==> src/rtl/swmap_pkg.sv <==
package swmap_pkg;

  // Mapping applied to the switch pins
  typedef enum logic [1:0] {
    MAP_DIRECT = 2'd0,
    MAP_COMPL  = 2'd1,
    MAP_DEC3   = 2'd2,
    MAP_DEC2   = 2'd3
  } map_mode_e;

  // Configuration byte field positions (decoded by the mapper and its checker)
  localparam int unsigned CFG_W       = 8;
  localparam int unsigned CFG_NUM_LSB = 1;
  localparam int unsigned CFG_NUM_W   = 4;
  localparam int unsigned CFG_CMP_BIT = 5;
  localparam int unsigned CFG_TWO_BIT = 6;

endpackage

==> src/rtl/swmap_rst_sync.sv <==
module swmap_rst_sync #(
  parameter int unsigned STAGES = 2
) (
  input  logic clk,
  input  logic arst_n,
  output logic srst_n
);

  logic [STAGES-1:0] sync_q;
  logic [STAGES-1:0] sync_d;

  always_comb begin
    sync_d = {sync_q[STAGES-2:0], 1'b1};
  end

  always_ff @(posedge clk or negedge arst_n) begin
    if (!arst_n) begin
      sync_q <= '0;
    end else begin
      sync_q <= sync_d;
    end
  end

  assign srst_n = sync_q[STAGES-1];

endmodule

==> src/rtl/swmap_cfg_decode.sv <==
module swmap_cfg_decode
  import swmap_pkg::*;
#(
  parameter int unsigned PORT_W = 8,
  localparam int unsigned SEL_W = $clog2(PORT_W)
) (
  input  logic [CFG_NUM_W-1:0] num_i,
  input  logic                 cmp_i,
  input  logic                 two_i,
  output map_mode_e            mode_o,
  output logic [SEL_W-1:0]     start_o
);

  // Largest legal decoded-mode number equals the number of control lines
  localparam logic [CFG_NUM_W:0] NUM_MAX = (CFG_NUM_W+1)'(PORT_W);

  logic dec_on;

  always_comb begin
    dec_on  = (num_i != '0) && ({1'b0, num_i} <= NUM_MAX);
    // Window starts at line n-1; the narrow cast wraps n = PORT_W to the top line
    start_o = SEL_W'(num_i) - SEL_W'(1);
    if (dec_on) begin
      mode_o = two_i ? MAP_DEC2 : MAP_DEC3;
    end else if (cmp_i) begin
      mode_o = MAP_COMPL;
    end else begin
      mode_o = MAP_DIRECT;
    end
  end

endmodule

==> src/rtl/swmap_line_pick.sv <==
module swmap_line_pick #(
  parameter int unsigned PORT_W = 8,
  localparam int unsigned SEL_W = $clog2(PORT_W)
) (
  input  logic [PORT_W-1:0] lines_i,
  input  logic [SEL_W-1:0]  start_i,
  input  logic              drop_low_i,
  output logic [SEL_W-1:0]  code_o
);

  logic [SEL_W-1:0] pick;

  // PORT_W is a power of two, so SEL_W-bit addition wraps around the lines
  for (genvar k = 0; k < SEL_W; k++) begin : g_tap
    logic [SEL_W-1:0] pos;
    assign pos     = start_i + SEL_W'(k);
    assign pick[k] = lines_i[pos];
  end

  always_comb begin
    code_o    = pick;
    code_o[0] = pick[0] & ~drop_low_i;
  end

endmodule

==> src/rtl/swmap_demux.sv <==
module swmap_demux #(
  parameter int unsigned PORT_W = 8,
  localparam int unsigned SEL_W = $clog2(PORT_W)
) (
  input  logic [SEL_W-1:0]  code_i,
  output logic [PORT_W-1:0] hot_o
);

  for (genvar k = 0; k < PORT_W; k++) begin : g_out
    assign hot_o[k] = (code_i == SEL_W'(k));
  end

endmodule

==> src/rtl/swmap_port.sv <==
module swmap_port
  import swmap_pkg::*;
#(
  parameter int unsigned GRP_W = 4,
  localparam int unsigned PORT_W = 2 * GRP_W,
  localparam int unsigned SEL_W  = $clog2(PORT_W)
) (
  input  logic              clk,
  input  logic              rst_n,
  input  logic [GRP_W-1:0]  com_i,
  input  logic [GRP_W-1:0]  unc_i,
  input  logic [CFG_W-1:0]  cfg_i,
  output logic [PORT_W-1:0] op_o
);

  logic              rst_q_n;
  logic [PORT_W-1:0] lines;
  map_mode_e         mode;
  logic [SEL_W-1:0]  start;
  logic [SEL_W-1:0]  code;
  logic [PORT_W-1:0] hot;
  logic [PORT_W-1:0] op_d;
  logic [PORT_W-1:0] op_q;
  logic              upd_en;
  logic              unused_cfg;

  // Bits outside the mapping fields are deliberately ignored
  assign unused_cfg = ^{cfg_i[CFG_W-1], cfg_i[0]};

  assign lines = {unc_i, com_i};

  swmap_rst_sync #(.STAGES(2)) u_rst (
    .clk    (clk),
    .arst_n (rst_n),
    .srst_n (rst_q_n)
  );

  swmap_cfg_decode #(.PORT_W(PORT_W)) u_dec (
    .num_i   (cfg_i[CFG_NUM_LSB +: CFG_NUM_W]),
    .cmp_i   (cfg_i[CFG_CMP_BIT]),
    .two_i   (cfg_i[CFG_TWO_BIT]),
    .mode_o  (mode),
    .start_o (start)
  );

  swmap_line_pick #(.PORT_W(PORT_W)) u_pick (
    .lines_i    (lines),
    .start_i    (start),
    .drop_low_i (mode == MAP_DEC2),
    .code_o     (code)
  );

  swmap_demux #(.PORT_W(PORT_W)) u_demux (
    .code_i (code),
    .hot_o  (hot)
  );

  // Next-state selection
  always_comb begin
    unique case (mode)
      MAP_DEC3, MAP_DEC2: op_d = hot;
      MAP_COMPL:          op_d = {~com_i, com_i};
      default:            op_d = lines;
    endcase
    upd_en = (op_d != op_q);
  end

  // Output register
  always_ff @(posedge clk or negedge rst_q_n) begin
    if (!rst_q_n) begin
      op_q <= '0;
    end else if (upd_en) begin
      op_q <= op_d;
    end
  end

  assign op_o = op_q;

endmodule

==> config.mk <==
export PLATFORM = sky130hd
export DESIGN_NAME = swmap_port
export DESIGN_NICKNAME = d
export VERILOG_FILES = /design/src/rtl/swmap_pkg.sv /design/src/rtl/swmap_rst_sync.sv /design/src/rtl/swmap_cfg_decode.sv /design/src/rtl/swmap_line_pick.sv /design/src/rtl/swmap_demux.sv /design/src/rtl/swmap_port.sv
export SDC_FILE = /design/constraint.sdc
export NUM_CORES = 1
export LEC_CHECK = 0
export BUFFER_PORTS_ARGS = -buffer_cell sky130_fd_sc_hd__buf_2
export CAP_MARGIN = 40
export CORE_MARGIN = 2
export CORE_UTILIZATION = 25
export DETAILED_ROUTE_END_ITERATION = 12
export SLEW_MARGIN = 10
export SYNTH_ARGS = -nofsm -noshare
export SYNTH_HDL_FRONTEND = slang
export SYNTH_SLANG_ARGS = --single-unit
==> constraint.sdc <==
create_clock -name clk -period 0.8 [get_ports clk]
set_input_delay 0.04 -clock clk [delete_from_list [all_inputs] [get_ports clk]]
set_output_delay 0.04 -clock clk [all_outputs]
set_load 0.01 [all_outputs]
# After elaboration in Yosys (flattened, before gate mapping)
# Index checks and enable logic that the tools add are counted.
# word_totals
inputBits,18
register_bits,10
output_inout_bits,8
wordCells,37
# op_classes
n_eq_ne,11
order_cmp,4
addsub,3
muxes,10
n_reduce_logical,4
n_bitwise,3
# ops
op,count
8-bit case mux with 2 select lines,1
"3-bit equality test, second input constant",4
"3-bit by 4-bit < comparator with 1-bit output, second input constant",3
1-bit binary-select mux with 3-bit select,3
8-bit != test,1
"3-bit by 2-bit equality test with 1-bit output, second input constant",2
1-bit two-way mux,5
"2-bit equality test, second input constant",2
"4-bit <= comparator, second input constant",1
4-bit NOT,1
4-bit nonzero test,1
"3-bit by 1-bit adder with 3-bit output, second input constant",1
"3-bit by 2-bit adder with 3-bit output, second input constant",1
"3-bit by 1-bit equality test with 1-bit output, second input constant",1
3-bit logical NOT,1
"3-bit by 1-bit subtractor with 3-bit output, second input constant",1
"2-bit by 1-bit equality test with 1-bit output, second input constant",1
2-bit two-way mux,1
2-bit OR reduction,1
1-bit AND,1
1-bit logical AND,1
1-bit NOT,1

# Longest topological paths before layout
# Gate-level depths: netlist (run 1).
# depth
word_depth,9
ltp_mapped,8
mapped_depth_nobuf,6

# Modules after synthesis
# Synthesis (run 1) repeated with hierarchy kept, for this count alone.
# hier_totals
cells_unflattened,64
area_unflattened_um2,824.5
# by_module_without_submodules
module,seq_area_each_um2,area_each_um2,cells_per_inst,instances
swmap_port,200.2,389.1,30,1
swmap_line_pick,0.0,231.5,14,1
swmap_cfg_decode,0.0,85.1,9,1
swmap_demux,0.0,65.1,8,1
swmap_rst_sync,50.0,53.8,3,1

# Worst setup path after synthesis (run 1)
# OpenSTA, ideal clock, no wires.
# synth_timing
path_kind,input-to-reg
start,input port cfg_i[1]
end,register op_q[7] (netlist: op_o[7])
setup_time_ns,0.087
stages,8
slack_ns,-1.290
required_time_ns,0.713
arrival_ns,2.003
path_buffers,2
path_cell_list,buf_2 -> inv_1 -> ha_1 -> clkbuf_1 -> xnor3_1 -> mux2i_1 -> or4_4 -> a211oi_2
# synth_via
elab_chain_len,9
elab_cells_between_ends,29
cone_classes,3 x add/sub; 1 x order compare; 11 x eq/ne; 8 x mux; 2 x bitwise; 4 x reduce/logical
# synth_rtl
element,line_no,rtl
from (decl),swmap_port.sv:12,"input logic [CFG_W-1:0] cfg_i,"
"parallel branches: the longest is 7 deep, another holds 3-bit by 1-bit subtractor with 3-bit output",--,
8-bit case mux with 2 select lines (*),swmap_port.sv:60,unique case (mode)
8-bit != test,swmap_port.sv:65,upd_en = (op_d != op_q);
to (signal assigned),swmap_port.sv:73,op_q <= op_d;
to (decl),swmap_port.sv:23,logic [PORT_W-1:0] op_q;
# Every way passes the cells marked *. The select of a mux whose other input is x is not followed.
# A chain may end at the register's enable or synchronous reset.

# Worst setup path after layout (run 1)
# layout_timing
start,input port cfg_i[1]
end,register op_q[3] (netlist: op_o[3])
# Same word-level chain as after synthesis.

==> reports/metrics.cfg, run 1 <==
[outcome]
status = complete, but fails checks
violations = setup timing

[floorplanning]
core_area_um2 = 3030
die_h_um = 60.4
die_x_um = 60.4
initial_core_util_pct = 26.2
ioPinCount = 26
dieArea_um2 = 3650
row_count = 20

[power_and_ir_drop]
power.density_nw_per_um2 = 1330
swShare_pct = 31.4
clock_power_share_pct = 16.3
p_leak_uw = 0.000645
p_int_uw = 1260
power_uw = 1840
p_sw_uw = 576
vdd_drop_max_uv = 403
combPwrFrac_pct = 51.7
seq_power_share_pct = 32.0

[layout]
seq_area_um2 = 250
layout_commonest_cell = buf_4
final_core_util_pct = 45.5
area_growth_pct = 73.2
num_antenna_cells = 0
fill_cells = 288
drive_gt1_share_pct = 69.1
nNetsFinal = 145
multi_input_comb_area_um2 = 641
layout_common_cells = buf_4, buf_2, dfrtp_1

[timing]
min_period_over_period_pct = 181
setup_ws_ps = -645
rsz0062_at_grt = yes
period_minus_slack_ps = 1440
skew_ps = 1.44
final-setup-viol-count = 8
final_hold_viol_count = 0
timing.fmax_ghz = 0.692
drv_slew = 0

[setup_path]
setup.worst_path.class = in2reg
cpPeakStageDelay_ps = 390
path_max_fanout = 4
r2r_slack_ps = 330
worstPathArrival_ps = 1590
critPathRequiredTime_ps = 940
r2r_cells = 0
critPathSlowestCell = xnor3_2
startpoint_type = input port
rr_startpoint = u_rst.sync_q[0]
path_cells = buf_8, inv_6, buf_4, ha_4, xnor3_2, buf_6, mux2_4, nand2_2, o41ai_2
r2r_end = u_rst.sync_q[1]
end_kind = flop

[cts]
htree_levels = 1
cts.clk_slew.worst_paths_ps = 50
ctsLongestPathBuffers = 2
clk-insertion-delay-late_ps = 240
cts_num_sinks = 10
tritoncts = done
clockRootBuffer = clkbuf_4
cts_made_buffers = 3

[synth]
yosysTopAreaCell = dfrtp_1
synthCells = 71
synth.area.top_cells = dfrtp_1, mux2i_1, mux4_2, xnor3_1, o32ai_1
ys_types = 31
yosys_warnings = 0
syn_area_um2 = 795
post_synth.cell_area_avg_um2 = 11.2
synth-seq-cells = 10
netlist.area_leader.share_pct = 31.5
synth_fp_nets = 91
yosysSeqAreaShare_pct = 31.5

[route]
avgRoutedWirePerCell_um = 12.8
num_vias = 772
viasPerCell = 4.62
drt-met1-wl_um = 873
firstDrtPassIters = 3
final_antenna_net_count = 0
dr_wl_met3_um = 46
wl_met2_um = 1210
drt_iter0_markers = 22
drc = 0
topRoutingLayerUsed = met4
totalWireLength_um = 2140

[global_route]
gr-usage-all-layers_pct = 13.1
antenna_found_initial = 0
grt_max_degree = 9
grt_pass1_wl_um = 3620
grt_overflow = 0
grt_pass1_vias = 798

[hold_path]
hp-class = in2async

[run]
cap_viol_max_count = 0

[place]
numPortBuffers = 23
dp_hpwl_um = 1770
gp_congestion = 0.769

==> cell type report <==
class                   count  area share [%]
inverters                   5            1.91
clock buffers               3            1.64
well taps                  44            4.00
repair buffers             52            27.7
multi-input cells          53            46.5
flip-flops and latches     10            18.2
==> cells in the mapped netlist <==
cell	count
buf_1	1
xor2_2	1
nor3_1	2
or4b_1	1
nor2_1	1
o31ai_1	2
nand2_1	8
o32ai_1	4
o41ai_1	2
nand2b_1	1
xnor3_1	2
a21oi_1	2
nor2b_1	1
conb_1	1
a211oi_2	2
o211a_1	1
or4_4	1
mux4_1	1
xor2_1	1
or4bb_1	1
mux2_1	2
mux4_2	2
clkbuf_1	1
mux2i_1	7
buf_2	1
ha_1	2
dfrtp_1	10
xnor2_1	1
inv_1	5
o22ai_1	1
mux2_2	3
==> metrics by stage <==
step           hold slack (ps)  TNS (ps)  setup slack (ps)  area (um^2)  std cells
2_1_floorplan             -256     -5840              -814          881         71
3_3_place_gp              -175     -7050              -922         1190        158
3_5_place_dp              -174     -7420             -1010         1190        158
4_1_cts                   93.1     -4550              -619         1320        164
5_1_grt                    109     -5230              -677         1380        167
6_report                   112     -4650              -645         1380        167
==> metal layers <==
layer / global-route usage, % / up-vias
met5: 0 / -
met4: 4.76 / 0
met3: 1.28 / 2
met2: 25.9 / 12
met1: 14.2 / 384
li1: - / 374
==> sequential cells by signal (all words and copies together) (netlist names) <==
| register | flops |
|---|---|
| u_rst.sync_q | 2 |
| op_o | 8 |
==> cells by family after synthesis <==
group                      Yosys count  share of synthesized area, %
AOI/OAI and AO/OA                   14                          15.0
muxes                               15                          24.9
and+or+nand+nor                     16                          11.2
buffers and inverters                8                          3.94
other                                1                         0.472
DFF                                 10                          31.5
adders and majority gates            2                          3.15
xor gates and xnor gates             5                          9.92
==> worst max path at each step <==
stage | from | cells past startpoint | slack (ps) | end
final | cfg_i[1] | 9 | -640 | op_o[3]
after global routing | cfg_i[1] | 9 | -680 | op_o[3]
after CTS | cfg_i[1] | 5 | -620 | op_o[3]
after detailed placement | cfg_i[1] | 7 | -1010 | op_o[3]
after global placement | cfg_i[2] | 7 | -920 | op_o[5]
after floorplan | cfg_i[1] | 8 | -810 | op_o[1]
==> power groups by stage <==
stage / sequential, uW / combinational, uW / clock (uW)
after detailed placement: 596 / 771 / 0
after CTS: 587 / 902 / 320
final: 587 / 950 / 299
after floorplan: 626 / 434 / 0
after global placement: 594 / 758 / 0
after global routing: 595 / 1030 / 353
==> repair_timing <==
action                                  4_1_cts  5_1_grt
hold buffers                                  1        0
endpoints found under the hold margin         2        0
gates resized for setup                      23        4
setup buffers                                 2        3
pin swaps                                     7        3
endpoints found under the setup margin        8       16
cloned                                        0        0
==> worst max-delay path, delay by kind of cell <==
family | cells | cell delay [ps]
and+or+nand+nor | 1 | 60
buffers and inverters | 4 | 380
AOI/OAI and AO/OA | 1 | 340
xor gates and xnor gates | 1 | 390
adders and majority gates | 1 | 160
muxes | 1 | 220
Note: power is estimated with default switching activity, not from simulation.
==> run 2: changes to the inputs <==
- CORE_UTILIZATION: 25 -> 41
- PLACE_DENSITY: not set -> 0.67
==> run 2 against run 1 <==
  * Maximum frequency grew 4.4%
  * The run still ends with setup timing left
  * Die area down 37%
  * Flip-flop and latch count did not move
  * Sequential share of layout area shrank 0.42 points
  * Via count increased by 4.8%
  * Worst hold slack lost 35 ps
  * Clock power up 49%
==> reports/metrics.cfg, run 2 (synthesized netlist as in run 1, its figures left out) <==
[setup_path]
r2r_slack_ps = 330  ; about the same
worstPathArrival_ps = 1570  ; was 1590 ps
path_max_fanout = 3  ; was 4
r2r_end = u_rst.sync_q[1]  ; unchanged
critPathRequiredTime_ps = 980  ; was 940 ps
rr_startpoint = u_rst.sync_q[0]  ; unchanged
end_kind = flop  ; unchanged
setup.worst_path.class = in2reg  ; unchanged
startpoint_type = input port  ; unchanged
r2r_cells = 0  ; unchanged

[timing]
final-setup-viol-count = 10  ; was 8
timing.hold.ws_ps = 77.1  ; was 112 ps
setup_ws_ps = -583  ; was -645 ps
timing.fmax_ghz = 0.723  ; was 0.692 GHz
rsz0062_at_grt = yes  ; unchanged
drv_slew = 0  ; unchanged
final_hold_viol_count = 0  ; unchanged
skew_ps = 0.895  ; was 1.44 ps
period_minus_slack_ps = 1380  ; was 1440 ps
setup_tns_ps = -4030  ; was -4650 ps
min_period_over_period_pct = 173  ; was 181%

[power_and_ir_drop]
combPwrFrac_pct = 49.7  ; was 51.7%
p_leak_uw = 0.000650  ; was 0.000645 uW
clock_power_share_pct = 21.7  ; was 16.3%
power.density_nw_per_um2 = 1450  ; was 1330 nW/um^2
seq_power_share_pct = 28.6  ; was 32.0%
vdd_drop_max_uv = 1390  ; was 403 uV
p_int_uw = 1370  ; was 1260 uW
p_sw_uw = 683  ; was 576 uW
swShare_pct = 33.3  ; was 31.4%

[floorplanning]
row_count = 15  ; was 20
dieArea_um2 = 2310  ; was 3650 um^2
die_x_um = 48.0  ; was 60.4 um
core_area_um2 = 1780  ; was 3030 um^2
initial_core_util_pct = 44.6  ; was 26.2%
die_h_um = 48.0  ; was 60.4 um
ioPinCount = 26  ; unchanged

[layout]
area_growth_pct = 77.3  ; was 73.2%
nNetsFinal = 140  ; was 145
num_antenna_cells = 0  ; unchanged
drive_gt1_share_pct = 68.9  ; was 69.1%
fin_cells = 144  ; was 167
final_core_util_pct = 79.0  ; was 45.5%
largest_reg_flops = 8  ; unchanged
layout_common_cells = buf_2, buf_4, dfrtp_1  ; was buf_4, buf_2, dfrtp_1
layout_commonest_cell = buf_2  ; was buf_4
fin_area_um2 = 1410  ; was 1380 um^2
fill_cells = 107  ; was 288

[route]
viasPerCell = 5.62  ; was 4.62
avgRoutedWirePerCell_um = 18.0  ; was 12.8 um
final_antenna_net_count = 0  ; unchanged
totalWireLength_um = 2590  ; was 2140 um
drc = 0  ; unchanged
firstDrtPassIters = 4  ; was 3
drt_iter0_markers = 34  ; was 22
num_vias = 809  ; was 772

[cts]
cts.clk_slew.worst_paths_ps = 60  ; was 50 ps
cts_made_buffers = 3  ; unchanged
tritoncts = done  ; unchanged
ctsLongestPathBuffers = 2  ; unchanged
htree_levels = 1  ; unchanged
clockRootBuffer = clkbuf_4  ; unchanged
cts_num_sinks = 10  ; unchanged
clk-insertion-delay-late_ps = 260  ; was 240 ps

[outcome]
status = complete, but fails checks  ; unchanged
violations = setup timing  ; unchanged

[place]
dpl_cell_area_um2 = 1120  ; was 1190 um^2
place_inst = 134  ; was 158
numPortBuffers = 23  ; unchanged
dp_hpwl_um = 1600  ; was 1770 um
gp_congestion = 0.814  ; was 0.769

[global_route]
antenna_found_initial = 0  ; unchanged
grt_pass1_wl_um = 3690  ; was 3620 um
grt_overflow = 0  ; unchanged
gr-usage-all-layers_pct = 24.7  ; was 13.1%
grt_pass1_vias = 802  ; was 798
grt_max_degree = 9  ; unchanged

[run]
cap_viol_max_count = 0  ; unchanged

[hold_path]
hp-class = in2async  ; unchanged

[run 2: changes by cell type in the layout (fill, tap and decap cells not counted), sizes merged]
cell,delta
buf,-5
clkinv,+1
clkbuf,+1
inv,-1
[run 2: how the worst max path moves through the flow]
stage / from / end / slack, ps
after floorplan: cfg_i[1] / op_o[1] / -810
after global placement: cfg_i[1] / op_o[3] / -940
after detailed placement: cfg_i[1] / op_o[3] / -970
after CTS: cfg_i[2] / op_o[7] / -530
after global routing: cfg_i[2] / op_o[5] / -590
final: cfg_i[2] / op_o[5] / -580
[run 2: through the flow]
step	power [uW]	setup slack, ps
6_report	2050	-583
5_1_grt	2150	-593
4_1_cts	1950	-529
3_5_place_dp	1310	-971
3_3_place_gp	1300	-943
2_1_floorplan	1060	-814
[run 2: what timing repair did]
item                                    4_1_cts  5_1_grt
hold endpoints to repair                      2        0
hold buffers                                  1        0
endpoints found under the setup margin       12       16
pin swaps                                    10        2
resized for setup                            32        6
buffers inserted                              5        1
[run 2: critical path, cell delays in order]
cell and delay [ps]:
buf_6 90, inv_4 60, ha_4 170, xnor3_1 410
mux2i_1 130, or4_4 440, a211oi_2 220
[run 2: cell type report]
type                            instances  area (um^2)  area share (%)
Multi-Input combinational cell         53          708            50.3
Timing Repair Buffer                   47          347            24.6
Sequential cell                        10          250            17.8
Clock buffer                            4         36.3            2.58
Inverter                                5         36.3            2.58
Tap cell                               25         31.3            2.22
[run 2: layer usage]
metal / vias up / track usage (%) / part of all wire (%)
li1: 362 / - / -
met1: 395 / 29.3 / 39
met2: 40 / 41.1 / 51
met3: 12 / 6.79 / 5.8
met4: 0 / 11.9 / 3.5
met5: - / 0 / 0
[run 2: power groups by stage]
stage	combinational [uW]	clock (uW)	sequential, uW
5_1_grt	1060	500	592
2_1_floorplan	434	0	626
6_report	1020	445	586
4_1_cts	907	456	586
3_3_place_gp	709	0	592
3_5_place_dp	716	0	596
==> run 3: changes to the inputs <==
- PLACE_DENSITY: 0.67 -> 0.69
- SLEW_MARGIN: 10 -> 20
- TNS_END_PERCENT: not set -> 100
- clock period: 0.8 -> 1.2 ns (I/O delays scaled with it)
==> run 3 against run 2 <==
  * The run still ends with setup timing left
  * Combinational power decreased by 34%
  * Clock skew increased by 0.66 ps
  * Sequential share of layout area increased by 0.49 points
  * Cell count increased by 0.69%
  * Setup slack improved by 400 ps
  * Count of clock-buffer cells in the layout unchanged
  * Worst hold slack about the same
  * Register-to-register slack improved by 400 ps
  * Flip-flop and latch count unchanged
  * Global-route usage decreased by 2.1 points
  * Largest power group unchanged
  * Highest routed layer unchanged
==> reports/metrics.cfg, run 3 (synthesized netlist as in run 1, its figures left out) <==
[outcome]
status = complete, but fails checks  ; unchanged
violations = setup timing  ; unchanged

[hold_path]
hold-path-endpoint = op_o[0]
min-delay-start = com_i[0]
hp-class = in2reg  ; was in2async
min_path_cells = 3

[cts]
clk-insertion-delay-late_ps = 270  ; was 260 ps
htree_levels = 1  ; unchanged
ctsLongestPathBuffers = 2  ; unchanged
cts.clk_slew.worst_paths_ps = 70  ; was 60 ps
cts_num_sinks = 10  ; unchanged
cts_made_buffers = 3  ; unchanged
tritoncts = done  ; unchanged
clockRootBuffer = clkbuf_4  ; unchanged

[place]
place_inst = 137  ; was 134
dp_hpwl_um = 1670  ; was 1600 um
gp_congestion = 0.790  ; was 0.814
numPortBuffers = 23  ; unchanged
dpl_cell_area_um2 = 1150  ; was 1120 um^2
post-place-ws_ps = -569  ; was -971 ps

[timing]
final-setup-viol-count = 8  ; was 10
skew_ps = 1.55  ; was 0.895 ps
setup_ws_ps = -179  ; was -583 ps
period_minus_slack_ps = 1380
final_hold_viol_count = 0  ; unchanged
drv_slew = 0  ; unchanged
timing.fmax_ghz = 0.725
min_period_over_period_pct = 115
rsz0062_at_grt = yes  ; unchanged

[route]
firstDrtPassIters = 4  ; unchanged
final_antenna_net_count = 0  ; unchanged
viasPerCell = 5.41  ; was 5.62
drt_iter0_markers = 20  ; was 34
avgRoutedWirePerCell_um = 16.1  ; was 18.0 um
num_vias = 785  ; was 809
drc = 0  ; unchanged
totalWireLength_um = 2340  ; was 2590 um

[setup_path]
startpoint_type = input port  ; unchanged
setup.worst_path.class = in2reg  ; unchanged
path_cells = buf_8, inv_6, buf_6, ha_4, xnor3_2, mux2_4, nand2_2, o41ai_2  ; was buf_6, inv_4, ha_4, xnor3_1, mux2i_1, or4_4, a211oi_2
critPathRequiredTime_ps = 1370  ; was 980 ps
critPathTopFamily = XOR/XNOR gates  ; was simple AND/OR/NAND/NOR gates
r2r_end = u_rst.sync_q[1]  ; unchanged
worstPathArrival_ps = 1550  ; was 1570 ps
critical_path_buf_inv_count = 3  ; was 2
end_kind = flop  ; unchanged
critPathSlowestCell = xnor3_2  ; was or4_4
r2r_slack_ps = 730  ; was 330 ps
startpoint = cfg_i[1]  ; was cfg_i[2]
path_max_fanout = 4  ; was 3
cpPeakStageDelay_ps = 430  ; was 440 ps
r2r_cells = 0  ; unchanged
rr_startpoint = u_rst.sync_q[0]  ; unchanged

[global_route]
grt_overflow = 0  ; unchanged
grt_pass1_wl_um = 3420  ; was 3690 um
gr-usage-all-layers_pct = 22.6  ; was 24.7%
antenna_found_initial = 0  ; unchanged
grt_max_degree = 9  ; unchanged
grt_pass1_vias = 794  ; was 802

[layout]
layout_commonest_cell = buf_2  ; unchanged
nNetsFinal = 141  ; was 140
num_antenna_cells = 0  ; unchanged
drive_gt1_share_pct = 68.3  ; was 68.9%
final_core_util_pct = 76.9  ; was 79.0%
area_growth_pct = 72.6  ; was 77.3%
fin_area_um2 = 1370  ; was 1410 um^2
fill_cells = 112  ; was 107
largest_reg_flops = 8  ; unchanged
layout_common_cells = buf_2, buf_4, dfrtp_1  ; unchanged
fin_cells = 145  ; was 144

[floorplanning]
row_count = 15  ; unchanged
core_area_um2 = 1780  ; unchanged
ioPinCount = 26  ; unchanged
die_x_um = 48.0  ; unchanged
initial_core_util_pct = 44.6  ; unchanged
die_h_um = 48.0  ; unchanged
dieArea_um2 = 2310  ; unchanged

[run]
cap_viol_max_count = 0  ; unchanged

[power_and_ir_drop]
p_leak_uw = 0.000639  ; was 0.000650 uW
vdd_drop_max_uv = 567  ; was 1390 uV
power.density_nw_per_um2 = 999  ; was 1450 nW/um^2

-- run 3: where the power goes --
part | switching, uW | internal, uW | leakage, uW
clock network | 122 | 185 | 0.0000210
logic | 320 | 351 | 0.000493
registers | 14.6 | 376 | 0.000125
-- run 3: worst max path at each step --
stage	slack [ps]	to	depth (start not counted)
after global placement	-530	op_o[5]	7
after detailed placement	-570	op_o[1]	7
after floorplan	-430	op_o[1]	8
final	-180	op_o[3]	8
after CTS	-190	op_o[5]	7
after global routing	-240	op_o[3]	8
-- run 3: repair_timing --
item / CTS / global route
hold buffers: 1 / 0
setup endpoints to repair: 8 / 8
hold endpoints to repair: 2 / 0
pin swaps: 6 / 5
buffers inserted: 2 / 1
gates resized for setup: 29 / 5
-- run 3: layout make-up --
type / count / area, um^2 / share of cell area (%)
flip-flops and latches: 10 / 250 / 18.2
clock buffers: 4 / 36.3 / 2.65
repair buffers: 48 / 340 / 24.8
inverters: 5 / 28.8 / 2.10
multi-input cells: 53 / 684 / 49.9
well taps: 25 / 31.3 / 2.28
-- run 3: tightest hold or removal path, cell delays in order --
cell and delay, ps:
buf_2 100, inv_1 60, o32ai_2 80
-- run 3: layer usage --
layer	track usage [%]	wire length (um)
met2	39.5	1230
met5	0	0
met3	1.89	106
met1	25.9	907
met4	15.1	85
-- run 3: per-stage QoR --
step           TNS (ps)  hold slack (ps)  power, uW
5_1_grt           -1550              104       1430
3_3_place_gp      -3940             -157        889
4_1_cts            -921             73.2       1320
3_5_place_dp      -4130             -153        906
6_report          -1070             77.3       1370
2_1_floorplan     -2800             -236        707
